File: src/rtl/sbm_pkg.sv
`timescale 1ns/1ps
package sbm_pkg;

  // Bus cycle currently being run by the master.
  typedef enum logic [2:0] {
    PH_IDLE = 3'd0,
    PH_T1   = 3'd1,
    PH_T2   = 3'd2,
    PH_TW   = 3'd3,
    PH_T3   = 3'd4,
    PH_BLK  = 3'd5
  } phase_e;

  // A cycle whose falling edge captures a data word.
  function automatic logic ph_data(input phase_e p);
    return (p == PH_T3) || (p == PH_BLK);
  endfunction

  // A cycle at whose end the slave's wait line is sampled.
  function automatic logic ph_wait_sample(input phase_e p);
    return (p == PH_T2) || (p == PH_TW);
  endfunction

endpackage

File: src/rtl/sbm_seq.sv
`timescale 1ns/1ps
module sbm_seq
  import sbm_pkg::*;
#(
  parameter int AW = 16,
  parameter int DW = 16,
  parameter int CW = 8
) (
  input  logic          clk,
  input  logic          rst_n,
  input  logic          req_valid,
  input  logic          req_write,
  input  logic          req_block,
  input  logic [AW-1:0] req_addr,
  input  logic [CW-1:0] req_count,
  input  logic [DW-1:0] req_wdata,
  input  logic          bus_wait,
  output phase_e        phase,
  output logic [AW-1:0] addr_q,
  output logic          write_q,
  output logic          block_q,
  output logic [CW-1:0] count_q,
  output logic [DW-1:0] wdata_q,
  output logic [CW-1:0] idx_q,
  output logic          accept,
  output logic          done
);
  localparam int IW = CW + 1;

  // Number of words a request asks for; a zero count still moves one word.
  function automatic logic [CW-1:0] words_of(input logic [CW-1:0] c);
    return (c == '0) ? CW'(1) : c;
  endfunction

  // True when word index i is the final one of t words.
  function automatic logic at_last(input logic [CW-1:0] i, input logic [CW-1:0] t);
    return (IW'(i) + IW'(1)) >= IW'(t);
  endfunction

  logic [CW-1:0] total_q;
  logic          last_word;
  logic          blk_req;

  assign accept    = req_valid && (phase == PH_IDLE);
  assign last_word = write_q || at_last(idx_q, total_q);
  assign blk_req   = req_block && !req_write;

  always_ff @(posedge clk or negedge rst_n) begin
    if (!rst_n) begin
      phase   <= PH_IDLE;
      addr_q  <= '0;
      write_q <= 1'b0;
      block_q <= 1'b0;
      count_q <= '0;
      wdata_q <= '0;
      idx_q   <= '0;
      total_q <= '0;
      done    <= 1'b0;
    end else begin
      done <= 1'b0;
      unique case (phase)
        PH_IDLE: begin
          if (accept) begin
            addr_q  <= req_addr;
            write_q <= req_write;
            block_q <= blk_req;
            count_q <= req_count;
            wdata_q <= req_wdata;
            idx_q   <= '0;
            total_q <= blk_req ? words_of(req_count) : CW'(1);
            phase   <= PH_T1;
          end
        end
        PH_T1: phase <= PH_T2;
        PH_T2, PH_TW: phase <= bus_wait ? PH_TW : PH_T3;
        PH_T3, PH_BLK: begin
          if (last_word) begin
            phase <= PH_IDLE;
            done  <= 1'b1;
          end else begin
            idx_q <= idx_q + CW'(1);
            phase <= PH_BLK;
          end
        end
        default: phase <= PH_IDLE;
      endcase
    end
  end

endmodule

File: src/rtl/sbm_drive.sv
`timescale 1ns/1ps
module sbm_drive
  import sbm_pkg::*;
#(
  parameter int AW = 16,
  parameter int DW = 16,
  parameter int CW = 8
) (
  input  logic          clk,
  input  logic          rst_n,
  input  phase_e        phase,
  input  logic [AW-1:0] addr_q,
  input  logic          write_q,
  input  logic          block_q,
  input  logic [CW-1:0] count_q,
  input  logic [DW-1:0] wdata_q,
  output logic [AW-1:0] bus_addr,
  output logic          bus_mreq,
  output logic          bus_rd,
  output logic          bus_block,
  output logic [DW-1:0] bus_dout,
  output logic          bus_dout_en
);
  logic arm_q;
  logic active;
  logic count_drive;
  logic write_drive;

  assign active = (phase != PH_IDLE);

  // Arms the strobes half a cycle after the address goes out.
  always_ff @(negedge clk or negedge rst_n) begin
    if (!rst_n) arm_q <= 1'b0;
    else        arm_q <= active;
  end

  assign count_drive = (phase == PH_T1) && block_q;
  assign write_drive = write_q && (ph_wait_sample(phase) || (phase == PH_T3));

  assign bus_addr    = addr_q;
  assign bus_mreq    = arm_q && active;
  assign bus_rd      = bus_mreq && !write_q;
  assign bus_block   = count_drive;
  assign bus_dout_en = count_drive || write_drive;
  assign bus_dout    = count_drive ? DW'(count_q) :
                       write_drive ? wdata_q      : '0;

endmodule

File: src/rtl/sbm_capture.sv
`timescale 1ns/1ps
module sbm_capture #(
  parameter int DW = 16,
  parameter int CW = 8
) (
  input  logic          clk,
  input  logic          rst_n,
  input  logic          capture,
  input  logic [DW-1:0] bus_din,
  input  logic [CW-1:0] idx_in,
  output logic          word_valid,
  output logic [DW-1:0] word_data,
  output logic [CW-1:0] word_idx
);
  logic [DW-1:0] fall_q;

  // Data lines are taken on the falling edge of the data cycle.
  always_ff @(negedge clk or negedge rst_n) begin
    if (!rst_n)       fall_q <= '0;
    else if (capture) fall_q <= bus_din;
  end

  // Hand the word to the client for one full cycle.
  always_ff @(posedge clk or negedge rst_n) begin
    if (!rst_n) begin
      word_valid <= 1'b0;
      word_data  <= '0;
      word_idx   <= '0;
    end else begin
      word_valid <= capture;
      if (capture) begin
        word_data <= fall_q;
        word_idx  <= idx_in;
      end
    end
  end

endmodule

File: src/rtl/sync_bus_master.sv
`timescale 1ns/1ps
module sync_bus_master
  import sbm_pkg::*;
#(
  parameter int AW = 16,
  parameter int DW = 16,
  parameter int CW = 8
) (
  input  logic          clk,
  input  logic          rst_n,
  input  logic          req_valid,
  input  logic          req_write,
  input  logic          req_block,
  input  logic [AW-1:0] req_addr,
  input  logic [CW-1:0] req_count,
  input  logic [DW-1:0] req_wdata,
  output logic          busy,
  output logic          done,
  output logic          word_valid,
  output logic [DW-1:0] word_data,
  output logic [CW-1:0] word_idx,
  output logic [AW-1:0] bus_addr,
  output logic          bus_mreq,
  output logic          bus_rd,
  output logic          bus_block,
  input  logic          bus_wait,
  input  logic [DW-1:0] bus_din,
  output logic [DW-1:0] bus_dout,
  output logic          bus_dout_en
);
  phase_e        phase;
  logic [AW-1:0] addr_q;
  logic          write_q;
  logic          block_q;
  logic [CW-1:0] count_q;
  logic [DW-1:0] wdata_q;
  logic [CW-1:0] idx_q;
  logic          accept;
  logic          capture_now;
  logic          wait_phase;

  assign busy        = (phase != PH_IDLE);
  assign capture_now = ph_data(phase) && !write_q;
  assign wait_phase  = ph_wait_sample(phase);

  sbm_seq #(.AW(AW), .DW(DW), .CW(CW)) u_seq (
    .clk       (clk),
    .rst_n     (rst_n),
    .req_valid (req_valid),
    .req_write (req_write),
    .req_block (req_block),
    .req_addr  (req_addr),
    .req_count (req_count),
    .req_wdata (req_wdata),
    .bus_wait  (bus_wait),
    .phase     (phase),
    .addr_q    (addr_q),
    .write_q   (write_q),
    .block_q   (block_q),
    .count_q   (count_q),
    .wdata_q   (wdata_q),
    .idx_q     (idx_q),
    .accept    (accept),
    .done      (done)
  );

  sbm_drive #(.AW(AW), .DW(DW), .CW(CW)) u_drive (
    .clk         (clk),
    .rst_n       (rst_n),
    .phase       (phase),
    .addr_q      (addr_q),
    .write_q     (write_q),
    .block_q     (block_q),
    .count_q     (count_q),
    .wdata_q     (wdata_q),
    .bus_addr    (bus_addr),
    .bus_mreq    (bus_mreq),
    .bus_rd      (bus_rd),
    .bus_block   (bus_block),
    .bus_dout    (bus_dout),
    .bus_dout_en (bus_dout_en)
  );

  sbm_capture #(.DW(DW), .CW(CW)) u_capture (
    .clk        (clk),
    .rst_n      (rst_n),
    .capture    (capture_now),
    .bus_din    (bus_din),
    .idx_in     (idx_q),
    .word_valid (word_valid),
    .word_data  (word_data),
    .word_idx   (word_idx)
  );

endmodule

File: config.mk
export PLATFORM = sky130hd
export DESIGN_NAME = sync_bus_master
export DESIGN_NICKNAME = d
export VERILOG_FILES = /design/src/rtl/sbm_pkg.sv /design/src/rtl/sbm_seq.sv /design/src/rtl/sbm_drive.sv /design/src/rtl/sbm_capture.sv /design/src/rtl/sync_bus_master.sv
export SDC_FILE = /design/constraint.sdc
export NUM_CORES = 1
export LEC_CHECK = 0
export CELL_PAD_IN_SITES_DETAIL_PLACEMENT = 0
export CELL_PAD_IN_SITES_GLOBAL_PLACEMENT = 2
export CORE_ASPECT_RATIO = 2
export CORE_UTILIZATION = 33
export DETAILED_ROUTE_END_ITERATION = 10
export PLACE_DENSITY_LB_ADDON = 0.1
export SYNTH_ARGS = -nofsm -noshare
export SYNTH_HDL_FRONTEND = slang
export SYNTH_HIERARCHICAL = 1
export SYNTH_SLANG_ARGS = --single-unit
export TNS_END_PERCENT = 30
File: constraint.sdc
create_clock -name clk -period 3.9 [get_ports clk]
set_clock_uncertainty 0.1 [all_clocks]
set_input_delay 0.975 -clock clk [delete_from_list [all_inputs] [get_ports clk]]
set_output_delay 0.975 -clock clk [all_outputs]
set_load 0.02 [all_outputs]
* Word-level counts from Yosys, hierarchy flattened
Index checks and enable logic that the tools add are counted.
** Word-level totals
- Logic and storage cells :: 59
- Register bits after elaboration :: 104
- Input bits :: 62
** Cells by class
- $add $sub $neg :: 2
- Reduce and logical (&&, ||, !) cells :: 22
- Eq/ne operators :: 7
- Magnitude comparators :: 1
- Mux-type cells :: 13
** Operator list (count)
- 16-bit two-way mux :: 2
- 8-bit two-way mux :: 4
- 8-bit one-hot mux with 2 select lines :: 1
- 3-bit one-hot mux with 4 select lines :: 1
- 8-bit by 1-bit adder with 9-bit output (second input constant) :: 1
- 9-bit by 8-bit >= comparator with 1-bit output :: 1
- 3-bit two-way mux :: 3
- 8-bit by 1-bit adder with 8-bit output (second input constant) :: 1
- 8-bit zero test :: 1
- 1-bit logical AND :: 7
- 3-bit by 2-bit == test with 1-bit output (second input constant) :: 2
- 3-bit == test (second input constant) :: 2
- 1-bit logical OR :: 5
- 2-bit != test (second input constant) :: 2
- 2-bit OR reduction :: 2
- 3-bit by 1-bit == test with 1-bit output (second input constant) :: 1
- 3-bit zero test :: 1
- 3-bit AND reduction :: 1
- 3-bit nonzero test :: 1
- 1-bit zero test :: 2
- 1-bit two-way mux :: 2
- 2-bit AND reduction :: 1
- 2-bit nonzero test :: 1

* Depth between registers and ports, before layout
Gate-level depths: netlist (run 1).
- Word-level depth :: 6
- Gate-level depth with buffers :: 11

* Cells and area by module
The synthesis (run 1) kept the hierarchy.
** By module, submodules not included
- sbm_seq :: times used 1, cells each 317, area an instance 2831.5 um^2, sequential area each 1551.5 um^2
- sbm_capture :: times used 1, cells each 85, area an instance 1521.5 um^2, sequential area each 1026.0 um^2
- sbm_drive :: times used 1, cells each 45, area an instance 382.9 um^2, sequential area each 25.0 um^2
- sync_bus_master :: times used 1, cells each 2, area an instance 13.8 um^2, sequential area each 0.0 um^2

==> results of run 1 <==
==> worst reg2reg max path, delay by kind of cell, from the launching register on <==
| kind | cells | cell delay (ps) |
|---|---|---|
| buffers and inverters | 1 | 260 |
| flip-flops | 1 | 400 |
| multiplexers | 1 | 380 |
| AND/OR/NAND/NOR | 1 | 250 |
==> cells in the mapped netlist (3+ instances only) <==
library cell	number	area [sq um]
sky130_fd_sc_hd__a31oi_1	3	18.8
sky130_fd_sc_hd__dfrtn_1	17	425
sky130_fd_sc_hd__nor2_1	8	30.0
sky130_fd_sc_hd__clkbuf_1	3	11.3
sky130_fd_sc_hd__xor2_1	3	26.3
sky130_fd_sc_hd__nand3_1	18	90.1
sky130_fd_sc_hd__dfrtp_1	87	2180
sky130_fd_sc_hd__o21ai_0	11	55.1
sky130_fd_sc_hd__buf_2	9	45.0
sky130_fd_sc_hd__nor2b_1	3	18.8
sky130_fd_sc_hd__nand2_1	140	526
sky130_fd_sc_hd__o311ai_0	3	26.3
sky130_fd_sc_hd__inv_1	9	33.8
sky130_fd_sc_hd__mux2_2	40	450
sky130_fd_sc_hd__ha_1	9	113
sky130_fd_sc_hd__buf_4	18	135
sky130_fd_sc_hd__a22o_2	6	60.1
sky130_fd_sc_hd__xnor2_1	3	26.3
sky130_fd_sc_hd__nand4_1	3	18.8
sky130_fd_sc_hd__buf_6	6	67.6
sky130_fd_sc_hd__and2_2	8	60.1
==> cell families after synthesis <==
logic type               count (synthesis)  synth area share [%]
AND/OR/NAND/NOR                        203                  19.5
XOR/XNOR                                 6                  1.11
adder cells (fa/ha/maj)                  9                  2.37
buffers and inverters                   46                  6.24
multiplexers                            41                  9.69
flip-flops                             104                  54.8
AO/OA/AOI/OAI                           40                  6.30
==> repair_timing <==
action	4_1_cts	5_1_grt
setup endpoints to repair	2	2
cloned	0	0
endpoints found under the hold margin	0	0
gates resized for setup	10	0
==> metrics by stage <==
| stage | total power (uW) | hold WS (ps) |
|---|---|---|
| 2_1_floorplan | 3330 | 335 |
| 3_3_place_gp | 4090 | 346 |
| 3_5_place_dp | 4140 | 354 |
| 4_1_cts | 5050 | 354 |
| 5_1_grt | 5340 | 373 |
| 6_report | 4950 | 347 |
==> flip-flops by register name, indices dropped and copies added, names as in the netlist, 3 cells and up <==
name	count
u_capture/fall_q	16
u_capture/word_data	16
u_seq/addr_q	16
u_seq/wdata_q	16
u_capture/word_idx	8
u_seq/count_q	8
u_seq/idx_q	8
u_seq/total_q	8
u_seq/phase	3
==> how the worst max path moves through the flow <==
| stage | start | endpoint | slack [ps] | cells after the start |
|---|---|---|---|---|
| floorplan | u_seq/phase[1] | u_capture/fall_q[0] | 40 | 3 |
| global placement | u_drive/arm_q | bus_rd | -350 | 3 |
| detailed placement | u_drive/arm_q | bus_rd | -350 | 3 |
| CTS | u_drive/arm_q | bus_rd | -250 | 3 |
| global route | u_drive/arm_q | bus_rd | -260 | 3 |
| finish | u_drive/arm_q | bus_rd | -230 | 3 |
==> report_power, final <==
part           internal [uW]  leakage, uW  switching [uW]  total [uW]
clock                    479     0.000144             406         885
sequential              1520      0.00127             244        1760
combinational           1060      0.00148            1250        2300
==> layer usage <==
layer | vias up | part of all wire, % | track usage [%]
met5 | - | 0 | 0
met4 | 0 | 2.2 | 6.74
met3 | 17 | 4.8 | 3.50
met2 | 97 | 54 | 29.3
met1 | 1695 | 39 | 18.3
li1 | 1707 | - | -
==> final cells by class <==
class | instances | area [sq um] | share of cell area [%]
clock buffer | 12 | 258 | 4.03
clock inverter | 4 | 30.0 | 0.470
sequential | 104 | 2600 | 40.7
inverter | 10 | 37.5 | 0.587
timing repair buffer | 139 | 1370 | 21.5
multi-input combinational | 299 | 1860 | 29.1
tap | 189 | 236 | 3.70
==> run metrics, run 1 <==
hold depth=1; violated checks=setup timing; total number of H-tree levels=3; number of fillers in the final layout=1,386; total count of hold-check failures in the final report=0; clk sink count=104; maximum buffer depth of the clock tree=2; number of placed I/O pins=125; relative max-transition margin=55.4%; clock network latency to the later pin of the worst-skew pair=340 ps; cell count after synthesis=449; total wire length=11,300 um; arrival time of the worst setup path=3050 ps; post-route ant nets=0; Layout Nets=634; routability cong.=0.853; placed insts=741; overall track demand over capacity in global routing=16.3%; number of setup buffers added after CTS=0; net count after synthesis=520; area of the core region=14,000 sq um; antenna violations before repair=0; outcome=complete, but fails checks; Overflow after GRT=0; share of synthesized registers carrying an async set or reset=100%; Worst Reg-to-Reg Cells=3; number of core rows=61; setup TNS=-368 ps; worst reg2reg setup slack=400 ps; design area=6390 sq um; vias in the first global route=3,644; Final Util=45.8%; number of remaining DRC errors=0; most frequent standard cell in the layout excluding fill and tap cells=sky130_fd_sc_hd__nand2_1; startpoint type of the worst setup path=flop; count of synthesis-stage warnings from yosys=6; endpoints failing setup=2; highest cell delay on the worst timing path=390 ps; final setup margin=-228 ps; largest net degree at the start of global routing=48; buffers and inverters on the worst path=1; synthesis-stage register bit count=104; worst min-delay path class=flop to flop; worst hold endpoint=u_capture/fall_q[2]; worst vdd ir=0.000387 V; Reg-to-Reg End=u_capture/fall_q[0]; required time of the worst setup path=2820 ps; final slew viol count=0; Vias/cell=4.64; startpoint of the worst-slack reg-to-reg timing path=u_seq/phase[1]; half-perimeter wire length after placement=8260 um; unrepaired setup endpoints after global routing=yes; number of antenna diodes=0; non-filler instance count after layout=757; worst setup path class=flop to output pin; slew of the pin with the lowest slew margin=666 ps; static leakage power=0.00289 uW; dpl cell area=6110 sq um; number of violations reported at the end of detailed-routing iteration 0=137; relative area change from synthesis to final layout=34.6%; clock-pin slew on the worst setup and hold paths=50 ps; ratio of total power to cell area=774 nW/um^2; global-route wire length before repair=18,400 um; die outline area=14,900 sq um; Place WS=-350 ps; starting density of the core=34.0%; Setup crit end kind=output pin; summed instance area of the synthesized netlist=4750 sq um; CTS Root Cell=sky130_fd_sc_hd__clkbuf_16; critical path peak fanout=2; crit path cell chain=and2_4, nor2b_4, buf_6; count of flip-flops with a built-in enable after synthesis=0; leading cell types in the layout, fill and taps excluded=sky130_fd_sc_hd__nand2_1 (139), sky130_fd_sc_hd__clkdlybuf4s50_1 (121), sky130_fd_sc_hd__dfrtp_1 (87), sky130_fd_sc_hd__mux2_2 (40), sky130_fd_sc_hd__nand3_1 (18); sequential-to-total area share from yosys stat=54.8%; max-cap violations=0; Most used DFF post-synth=sky130_fd_sc_hd__dfrtp_1; vias after detailed routing=3,516; origin of the worst min-delay path=u_capture/fall_q[2]; average size of a mapped cell=10.6 sq um; quantity of hold-fixing buffers added after cts=0; floorplan die width=86.8 um; average wire per cell in the routed design=14.9 um; Detailed Routing Iterations Pass 1=4; port bufs=124; clock tree from TritonCTS=built; dominant delay contributor by cell family on the critical path=flip-flops; total clock buffers created by CTS=9; share of cells above drive strength 1=17.4%; critical path's slowest cell=sky130_fd_sc_hd__dfrtn_1; height of the die=172 um; number of distinct library cells after synthesis=54
(Power assumes the default switching activity.)
==> run 2: changes to the inputs <==
--- a/config.mk
+++ b/config.mk
@@ -8,11 +8,10 @@
 export CELL_PAD_IN_SITES_DETAIL_PLACEMENT = 0
 export CELL_PAD_IN_SITES_GLOBAL_PLACEMENT = 2
 export CORE_ASPECT_RATIO = 2
-export CORE_UTILIZATION = 33
+export CORE_UTILIZATION = 34
 export DETAILED_ROUTE_END_ITERATION = 10
 export PLACE_DENSITY_LB_ADDON = 0.1
 export SYNTH_ARGS = -nofsm -noshare
 export SYNTH_HDL_FRONTEND = slang
-export SYNTH_HIERARCHICAL = 1
 export SYNTH_SLANG_ARGS = --single-unit
 export TNS_END_PERCENT = 30
==> run metrics, run 2 <==
outcome=complete, but fails checks; violated checks=setup timing; largest net degree at the start of global routing=69; number of fillers in the final layout=1,180; max-cap violations=0; dpl cell area=5940 sq um; number of core rows=58; clock-pin slew on the worst setup and hold paths=50 ps; number of distinct library cells after synthesis=40; worst setup path class=flop to output pin; Clk pwr share=17.7%; total wire length=10,200 um; cell taking the most area after synthesis=sky130_fd_sc_hd__dfrtp_1; endpoints failing setup=2; cell count after synthesis=338; number of remaining DRC errors=0; startpoint type of the worst setup path=flop; Layout Nets=542; average wire per cell in the routed design=16.3 um; leading cell types in the layout, fill and taps excluded=sky130_fd_sc_hd__clkdlybuf4s50_1 (121), sky130_fd_sc_hd__dfrtp_1 (87), sky130_fd_sc_hd__mux2_2 (81), sky130_fd_sc_hd__nand2_1 (27), sky130_fd_sc_hd__dfrtn_1 (17); routability cong.=0.746; most numerous cell in the Yosys netlist=sky130_fd_sc_hd__dfrtp_1; most frequent standard cell in the layout excluding fill and tap cells=sky130_fd_sc_hd__clkdlybuf4s50_1; area share of the leading cell type in the synthesized netlist=49.0%; clock network latency to the later pin of the worst-skew pair=340 ps; summed instance area of the synthesized netlist=4440 sq um; global-route wire length before repair=16,500 um; final slew viol count=0; height of the die=164 um; total count of hold-check failures in the final report=0; floorplan die width=82.8 um; antenna violations before repair=1; leading post-synthesis cells by cell area=sky130_fd_sc_hd__dfrtp_1 (49%), sky130_fd_sc_hd__mux2_2 (21%), sky130_fd_sc_hd__dfrtn_1 (9.6%); Vias/cell=4.94; number of placed I/O pins=125; sw power=1710 uW; overall track demand over capacity in global routing=15.8%; count of synthesis-stage warnings from yosys=0; ratio of total power to cell area=793 nW/um^2; post-route ant nets=0; area of the core region=12,600 sq um; starting density of the core=35.2%; Setup crit end kind=output pin; average size of a mapped cell=13.1 sq um; clock tree from TritonCTS=built; setup TNS=-442 ps; count of flip-flops with a built-in enable after synthesis=0; number of violations reported at the end of detailed-routing iteration 0=88; design area=6250 sq um; switching portion of total power=34.6%; synthesis-stage register bit count=104; total number of H-tree levels=3; most frequent cells after synthesis=sky130_fd_sc_hd__dfrtp_1 (87), sky130_fd_sc_hd__mux2_2 (81), sky130_fd_sc_hd__nand2_1 (28); port bufs=124; share of cells above drive strength 1=25.8%; clk sink count=104; worst min-delay path class=flop to flop; CTS Root Cell=sky130_fd_sc_hd__clkbuf_16; maximum buffer depth of the clock tree=2; relative max-transition margin=61.9%; Overflow after GRT=0; Detailed Routing Iterations Pass 1=4; slew of the pin with the lowest slew margin=567 ps; arrival time of the worst setup path=3070 ps; vias after detailed routing=3,097; relative area change from synthesis to final layout=40.5%; relative contribution of combinational cells to total power=45.8%; worst vdd ir=0.000430 V; hold slack=350 ps; half-perimeter wire length after placement=7570 um; final setup margin=-245 ps; vias in the first global route=3,294; net count after synthesis=409; required time of the worst setup path=2820 ps; internal power=3240 uW; sequential-to-total area share from yosys stat=58.6%; unrepaired setup endpoints after global routing=yes; critical path peak fanout=2; Most used DFF post-synth=sky130_fd_sc_hd__dfrtp_1; share of synthesized registers carrying an async set or reset=100%; sequential share of power=36.5%; total clock buffers created by CTS=9; static leakage power=0.00269 uW; die outline area=13,600 sq um
## run 2: cell count changes in the layout (fill, tap and decap cells not counted), sizes merged, moves of 3 or more
cell / delta
nor2: -4
nand2b: +5
a211oi: +3
a21oi: +3
nor2b: +3
mux2: +41
o311ai: -3
nand2: -113
a31oi: -3
nand3: -12
inv: -3
## run 2: logic make-up after synthesis
| logic type | synth area share [%] |
|---|---|
| muxes | 21.0 |
| and+or+nand+nor | 8.64 |
| AOI/OAI and AO/OA | 6.11 |
| xor gates and xnor gates | 0.788 |
| DFF | 58.6 |
| buffers and inverters | 2.39 |
| adders and majority gates | 2.53 |
## run 2: worst max-delay path, stage by stage (launching register included)
cell and delay, ps:
sky130_fd_sc_hd__dfrtn_1 390, sky130_fd_sc_hd__nor2b_4 130, sky130_fd_sc_hd__nor2b_4 140, sky130_fd_sc_hd__buf_6 120
## run 2: repair_timing
action,4_1_cts,5_1_grt
hold buffers,0,0
setup endpoints to repair,2,2
resized for setup,13,0
setup buffers,0,0
## run 2: path summary, 6_finish.rpt
check | from | endpoint | slack (ps) | cells after the start
max in group asynchronous | rst_n | u_capture.fall_q[6] | 980 | 1
min in group asynchronous | rst_n | u_capture.word_data[0] | 500 | 1
setup reg to reg | u_seq.phase[1] | u_capture.fall_q[8] | 240 | 4
hold reg to reg | u_capture.fall_q[6] | u_capture.fall_q[6] | 350 | 1
hold / removal | u_capture.fall_q[6] | u_capture.fall_q[6] | 350 | 1
setup / recovery | u_drive.arm_q | bus_rd | -250 | 3
## run 2: layout make-up
cell class / count / area [sq um] / area share [%]
Clock inverter: 6 / 63.8 / 1.02
Clock buffer: 10 / 229 / 3.67
Timing Repair Buffer: 137 / 1360 / 21.8
Sequential cell: 104 / 2600 / 41.7
Multi-Input combinational cell: 211 / 1770 / 28.3
Inverter: 8 / 30.0 / 0.481
Tap cell: 150 / 188 / 3.00
Antenna cell: 1 / 2.50 / 0.0401
## run 2: stage by stage
stage | power, uW | std cells | worst slack [ps] | util, %
2_1_floorplan | 3130 | 338 | 0.724 | -
3_3_place_gp | 4060 | 610 | -354 | 47.1
3_5_place_dp | 4120 | 610 | -362 | 47.1
4_1_cts | 5040 | 626 | -271 | 49.4
5_1_grt | 5280 | 627 | -301 | 49.5
6_report | 4950 | 627 | -245 | 49.5
## run 2: power by group through the flow
stage	sequential (uW)	clock, uW	combinational, uW
after CTS	1810	913	2310
final	1810	875	2270
after global routing	1880	960	2440
after floorplan	2040	0	1090
after detailed placement	1830	0	2290
after global placement	1810	0	2250
## run 2: routing by layer
metal	track usage [%]	vias to the layer above	share of wire (%)	wire length [um]
li1	-	1455	-	-
met1	16.1	1545	36	3640
met2	29.7	82	57	5830
met3	3.54	15	4.5	462
met4	8.46	0	3.0	305
met5	0	-	0	0
